**src/rtl/i2c_flag_pkg.sv**
```systemverilog
package i2c_flag_pkg;
  localparam int NFLAG = 11;
  localparam int NIRQ  = 9;
  localparam int F_TXD  = 0;
  localparam int F_RXD  = 1;
  localparam int F_EPK  = 2;
  localparam int F_STP  = 3;
  localparam int F_NAK  = 4;
  localparam int F_ARB  = 5;
  localparam int F_FER  = 6;
  localparam int F_PLT  = 7;
  localparam int F_DMT  = 8;
  localparam int F_MBSY = 9;
  localparam int F_BBSY = 10;
  localparam logic [NFLAG-1:0] STICKY_MASK = 11'b001_1111_1100;
endpackage

```
**src/rtl/i2c_flag_tmr.sv**
```systemverilog
module i2c_flag_tmr #(
  parameter int W = 12
) (
  input  logic         clk,
  input  logic         rst,
  input  logic         active,
  input  logic [W-1:0] limit,
  output logic         hit
);
  localparam logic [W-1:0] CNT_MAX = '1;
  logic [W-1:0] cnt;

  always_ff @(posedge clk) begin
    if (rst || !active) cnt <= '0;
    else if (cnt != CNT_MAX) cnt <= cnt + 1'b1;
  end

  assign hit = active && (cnt == limit);
endmodule

```
**src/rtl/i2c_flag_events.sv**
```systemverilog
module i2c_flag_events
  import i2c_flag_pkg::*;
(
  input  logic             rstart_sent,
  input  logic             stop_sent,
  input  logic             ack_valid,
  input  logic             ack_nack,
  input  logic             ack_expect_nack,
  input  logic             addr_phase,
  input  logic             tx_data_phase,
  input  logic             bad_cond,
  input  logic             sda_cmp_valid,
  input  logic             sda_driven,
  input  logic             sda_sampled,
  input  logic             expect_start,
  input  logic             head_is_start,
  input  logic             plt_hit,
  input  logic             match_hit,
  input  logic             match_discard,
  output logic [NFLAG-1:0] ev_set
);
  logic nak_addr, nak_data;

  always_comb begin
    nak_addr = addr_phase && (ack_nack != ack_expect_nack);
    nak_data = !addr_phase && tx_data_phase && ack_nack;
    ev_set        = '0;
    ev_set[F_EPK] = rstart_sent || stop_sent;
    ev_set[F_STP] = stop_sent;
    ev_set[F_NAK] = ack_valid && (nak_addr || nak_data);
    ev_set[F_ARB] = bad_cond || (sda_cmp_valid && (sda_driven != sda_sampled));
    ev_set[F_FER] = expect_start && !head_is_start;
    ev_set[F_PLT] = plt_hit;
    ev_set[F_DMT] = match_hit && !match_discard;
  end
endmodule

```
**src/rtl/i2c_flag_bbusy.sv**
```systemverilog
module i2c_flag_bbusy #(
  parameter int TW = 12
) (
  input  logic          clk,
  input  logic          rst,
  input  logic          mst_en,
  input  logic          bus_act,
  input  logic          stop_seen,
  input  logic          scl_in,
  input  logic          sda_in,
  input  logic          idle_en,
  input  logic [TW-1:0] idle_limit,
  input  logic          busy_q,
  output logic          busy_d
);
  logic idle_hit;

  i2c_flag_tmr #(.W(TW)) u_idle (
    .clk    (clk),
    .rst    (rst),
    .active (idle_en && busy_q && scl_in && sda_in),
    .limit  (idle_limit),
    .hit    (idle_hit)
  );

  always_comb begin
    if (!mst_en)                    busy_d = 1'b0;
    else if (stop_seen || idle_hit) busy_d = 1'b0;
    else if (bus_act)               busy_d = 1'b1;
    else                            busy_d = busy_q;
  end
endmodule

```
**src/rtl/i2c_mst_flag_unit.sv**
```systemverilog
module i2c_mst_flag_unit
  import i2c_flag_pkg::*;
#(
  parameter int FIFO_DEPTH = 8,
  parameter int TW         = 12,
  localparam int CW        = $clog2(FIFO_DEPTH + 1)
) (
  input  logic             clk,
  input  logic             rst,
  input  logic             mst_en,
  input  logic             mst_busy_in,
  input  logic [CW-1:0]    tx_fill,
  input  logic [CW-1:0]    tx_wmark,
  input  logic [CW-1:0]    rx_fill,
  input  logic [CW-1:0]    rx_wmark,
  input  logic             rstart_sent,
  input  logic             stop_sent,
  input  logic             stop_seen,
  input  logic             ack_valid,
  input  logic             ack_nack,
  input  logic             ack_expect_nack,
  input  logic             addr_phase,
  input  logic             tx_data_phase,
  input  logic             bad_cond,
  input  logic             sda_cmp_valid,
  input  logic             sda_driven,
  input  logic             sda_sampled,
  input  logic             expect_start,
  input  logic             head_is_start,
  input  logic             scl_in,
  input  logic             sda_in,
  input  logic             plt_en,
  input  logic             plt_sel_sda,
  input  logic [TW-1:0]    plt_limit,
  input  logic             idle_en,
  input  logic [TW-1:0]    idle_limit,
  input  logic             bus_act,
  input  logic             match_hit,
  input  logic             match_discard,
  input  logic [NIRQ-1:0]  irq_en,
  input  logic [NFLAG-1:0] clr,
  output logic [NFLAG-1:0] flags,
  output logic             irq,
  output logic             wake,
  output logic             tx_dma,
  output logic             rx_dma
);
  logic [NFLAG-1:0] flag_q, flag_d, ev_set, lvl;
  logic             plt_hit, bbusy_d, req_any, irq_q, wake_q;

  i2c_flag_tmr #(.W(TW)) u_plt (
    .clk    (clk),
    .rst    (rst),
    .active (plt_en && !(plt_sel_sda ? sda_in : scl_in)),
    .limit  (plt_limit),
    .hit    (plt_hit)
  );

  i2c_flag_events u_ev (
    .rstart_sent     (rstart_sent),
    .stop_sent       (stop_sent),
    .ack_valid       (ack_valid),
    .ack_nack        (ack_nack),
    .ack_expect_nack (ack_expect_nack),
    .addr_phase      (addr_phase),
    .tx_data_phase   (tx_data_phase),
    .bad_cond        (bad_cond),
    .sda_cmp_valid   (sda_cmp_valid),
    .sda_driven      (sda_driven),
    .sda_sampled     (sda_sampled),
    .expect_start    (expect_start),
    .head_is_start   (head_is_start),
    .plt_hit         (plt_hit),
    .match_hit       (match_hit),
    .match_discard   (match_discard),
    .ev_set          (ev_set)
  );

  i2c_flag_bbusy #(.TW(TW)) u_bb (
    .clk        (clk),
    .rst        (rst),
    .mst_en     (mst_en),
    .bus_act    (bus_act),
    .stop_seen  (stop_seen),
    .scl_in     (scl_in),
    .sda_in     (sda_in),
    .idle_en    (idle_en),
    .idle_limit (idle_limit),
    .busy_q     (flag_q[F_BBSY]),
    .busy_d     (bbusy_d)
  );

  always_comb begin
    lvl         = '0;
    lvl[F_TXD]  = (tx_fill <= tx_wmark);
    lvl[F_RXD]  = (rx_fill > rx_wmark);
    lvl[F_MBSY] = mst_en && mst_busy_in;
    lvl[F_BBSY] = bbusy_d;
    flag_d      = lvl | (ev_set & STICKY_MASK) | (flag_q & ~clr & STICKY_MASK);
    req_any     = |(flag_q[NIRQ-1:0] & irq_en);
  end

  always_ff @(posedge clk) begin
    if (rst) begin
      flag_q <= '0;
      irq_q  <= 1'b0;
      wake_q <= 1'b0;
    end else begin
      flag_q <= flag_d;
      irq_q  <= req_any;
      wake_q <= req_any;
    end
  end

  assign flags  = flag_q;
  assign irq    = irq_q;
  assign wake   = wake_q;
  assign tx_dma = flag_q[F_TXD];
  assign rx_dma = flag_q[F_RXD];
endmodule

```
**config.mk**
```make
export PLATFORM = sky130hd
export DESIGN_NAME = i2c_mst_flag_unit
export DESIGN_NICKNAME = d
export VERILOG_FILES = /design/src/rtl/i2c_flag_pkg.sv /design/src/rtl/i2c_flag_tmr.sv /design/src/rtl/i2c_flag_events.sv /design/src/rtl/i2c_flag_bbusy.sv /design/src/rtl/i2c_mst_flag_unit.sv
export SDC_FILE = /design/constraint.sdc
export NUM_CORES = 1
export LEC_CHECK = 0
export CAP_MARGIN = 10
export CORE_ASPECT_RATIO = 1.75
export CORE_MARGIN = 3
export CORE_UTILIZATION = 42
export CTS_BUF_LIST = sky130_fd_sc_hd__clkbuf_4 sky130_fd_sc_hd__clkbuf_8
export DETAILED_ROUTE_END_ITERATION = 8
export GPL_ROUTABILITY_DRIVEN = 0
export PLACE_DENSITY = 0.82
export SETUP_SLACK_MARGIN = 0.15
export SYNTH_ARGS = -nofsm -noshare
export SYNTH_HDL_FRONTEND = slang
export SYNTH_SLANG_ARGS = --single-unit
```
**constraint.sdc**
```tcl
create_clock -name clk -period 2 [get_ports clk]
set_input_delay 0.4 -clock clk [delete_from_list [all_inputs] [get_ports clk]]
set_output_delay 0.4 -clock clk [all_outputs]
set_load 0.01 [all_outputs]
```
==> metrics.md <==
| Metric | Value |
|---|---|
| # fillers | `411` |
| Synth Flop Type | `dfxtp_1` |
| Peak Freq | `579 MHz` |
| Yosys cell types | `44` |
| Pwr dens | `503 mW/mm²` |
| RR Endpoint | `u_bb.u_idle.cnt[0]` |
| Design Area, Final | `0.00324 mm²` |
| Placement row count | `33` |
| Vias in the first global route | `2,155` |
| Comb pwr share | `0.198` |
| Core Region | `0.00479 mm²` |
| P_int | `1.27 mW` |
| WL final | `5.74 mm` |
| Clk Latency, worst-skew pair | `0.28 ns` |
| Switch Pwr | `0.359 mW` |
| Net Count, Synth | `344` |
| Cell area after synthesis | `0.00211 mm²` |
| Final net count | `443` |
| DIE WIDTH | `59.6 µm` |
| Worst vdd ir | `0.000484 V` |
| CTS Buf Count | `5` |
| Synth Instances | `248` |
| Hold path start | `flags[8]` |
| R2R setup slack | `0.27 ns` |
| Drt initial violations | `48` |
| Vias/cell | `5.22` |
| YS warnings | `0` |
| Post-cts resize count | `0` |
| Setup crit end kind | `flip-flop` |
| Fin Hold WS | `0.493 ns` |
| Post-CTS setup buffer count | `0` |
| Post-synthesis register bit count | `36` |
| Diode count | `0` |
| Area of placed instances | `0.00314 mm²` |
| Largest net degree at the start of global routing | `13` |
| R2r worst-path depth | `4` |
| GRT Util Overall | `0.207` |
| Worst slew pin tran | `0.405 ns` |
| Setup tns final | `0 ns` |
| Clk pwr share | `0.345` |
| Routed WL per cell | `14.4 µm` |
| RSZ-0062 raised after global routing | `no` |
| First-pass GRT wire length | `9.44 mm` |
| Post-Place Cells | `392` |
| CTS tree | `done` |
| Slowest cell on crit path | `or4_1` |
| Final worst clock skew | `0.00601 ns` |
| Hold path cells | `2` |
| Hold buffer count at CTS | `0` |
| Status | `completed` |
| Post-synth EDFFs | `0` |
| Synth Area per Inst | `8.52 µm²` |
| Chip height | `99.8 µm` |
| Crit path DAT | `1.90 ns` |
| Initial DRT Pass Iterations | `4` |
| Initial antenna violation count | `0` |
| Hold WC Path Type | `reg -> reg` |
| Clock buffer depth | `2` |
| Number of H-tree levels | `2` |
| Slew Limit Fails | `0` |
| Endpoints failing hold | `0` |
| CP cell instances | `nand4_4 > or4_1 > xnor2_2 > nor2_1` |
| Finished Layout Cells | `400` |
| Sequential element share of the synthesized area | `0.341` |
| Detailed-route DRC error count | `0` |
| Grt total ovfl | `0` |
| Number of port buffers | `96` |
| Net Sw Frac | `0.220` |
| Clock root buffer | `clkbuf_8` |
| CP Launch Type | `flip-flop` |
| DP HPWL | `4.82 mm` |
| Fraction of layout cells with a size suffix above 1 | `0.0603` |
| Leakage | `1.26 nW` |
| Final worst path period share | `0.863` |
| Layout area overhead | `53.1%` |
| Routed Antenna Nets | `0` |
| Crit path time final | `1.73 ns` |
| Total die area | `0.00595 mm²` |
| Critical register-to-register path startpoint | `u_bb.u_idle.cnt[4]` |
| CTS Sinks | `36` |
| Critical path fanouts, max | `7` |
| Post-Route Utilization | `0.676` |
| Critical Path Max Stage Delay | `0.69 ns` |
| Synth async-reset ratio | `0` |
| Starting density of the core | `0.441` |
| IO Count | `101` |
| Worst-path clk slew | `0.07 ns` |
| Final setup violation count | `0` |
| Sequential group share of total power | `0.457` |
| Max_slew headroom | `0.728` |
| CP required | `2.17 ns` |
| Vias | `2,087` |
| MaxCap Viol Count | `0` |
| Critical path type | `reg -> reg` |
| Hold path endpoint | `flags[8]` |
-- how the worst max path moves through the flow --
stage / startpoint / to / cells after the start / slack, ns
2_1_floorplan: u_bb.u_idle.cnt[0] / u_bb.u_idle.cnt[0] / 6 / 0.32
3_3_place_gp: sda_in / flags[10] / 5 / 0.08
3_5_place_dp: sda_in / flags[10] / 5 / 0.06
4_1_cts: u_bb.u_idle.cnt[3] / u_bb.u_idle.cnt[0] / 4 / 0.27
5_1_grt: u_plt.cnt[5] / u_plt.cnt[1] / 4 / 0.20
6_report: u_bb.u_idle.cnt[4] / u_bb.u_idle.cnt[0] / 4 / 0.27
-- stage by stage --
stage | power, mW | setup slack [ns]
floorplan | 0.865 | 0.325
global route | 1.70 | 0.196
global placement | 1.08 | 0.0813
CTS | 1.65 | 0.274
detailed placement | 1.09 | 0.0568
finish | 1.63 | 0.273
-- final cells by class --
class                      instances  area (µm²)  area share
clock buffer                       8        97.6      0.0302
tap                               52        65.1      0.0201
multi-input combinational        186        1270       0.394
inverter                          13        48.8      0.0151
sequential                        36         721       0.223
timing repair buffer             105        1030       0.318
-- worst max-delay path: cells and delay by family (launching register included) --
kind,cells,cell delay (ns)
xor+xnor,1,0.18
flops,1,0.47
simple gates,3,0.95
-- logic make-up after synthesis --
logic type	Yosys count	share of synthesized area
AOI/OAI and AO/OA	45	0.134
buffers and inverters	26	0.0557
adders and majority gates	10	0.0592
muxes	4	0.0189
xor gates and xnor gates	35	0.149
DFF	36	0.341
and+or+nand+nor	92	0.243
-- cells in the final DEF (no fill, tap or decap), types with 9 or more instances in the layout --
master           count
a21oi_1             18
buf_4                9
clkdlybuf4s50_1     96
dfxtp_1             36
ha_1                10
inv_1               13
nand2_1             10
nand2b_1             9
nand3_1             10
nand4_1              9
nor2_1              22
nor3_1               9
xnor2_1             22
xor2_1              12
-- Yosys cell counts (4+ instances only) --
library cell,number,share of area
nand2_1,10,0.018
nor3_1,9,0.021
a31oi_1,4,0.012
a21oi_1,18,0.043
xor2_1,12,0.050
nand3_1,10,0.024
buf_4,4,0.014
nand4_1,9,0.027
clkbuf_1,5,0.0089
dfxtp_1,36,0.34
and3_1,4,0.012
xnor2_1,22,0.091
nand2b_1,9,0.027
inv_1,13,0.023
ha_1,10,0.059
nor2_1,22,0.039
mux2i_1,4,0.019
o21ai_0,6,0.014
-- flip-flops by register name, summed over array words and instances (netlist names) --
signal	count
flags	11
u_plt.cnt	12
u_bb.u_idle.cnt	12
wake	1
-- power groups by stage --
stage | clock network, mW | registers [mW] | logic [mW]
after floorplan | 0 | 0.767 | 0.0974
after global placement | 0 | 0.761 | 0.318
after detailed placement | 0 | 0.762 | 0.326
after CTS | 0.578 | 0.745 | 0.327
after global routing | 0.600 | 0.747 | 0.353
final | 0.561 | 0.745 | 0.322
-- metal layers --
layer / up-vias / track usage / wire length, µm
li1: 1068 / - / -
met2: 65 / 0.412 / 3390
met1: 946 / 0.196 / 1940
met5: - / 0 / 0
met3: 8 / 0.0386 / 313
met4: 0 / 0.0751 / 98
Power figures use the tool's default switching activity.
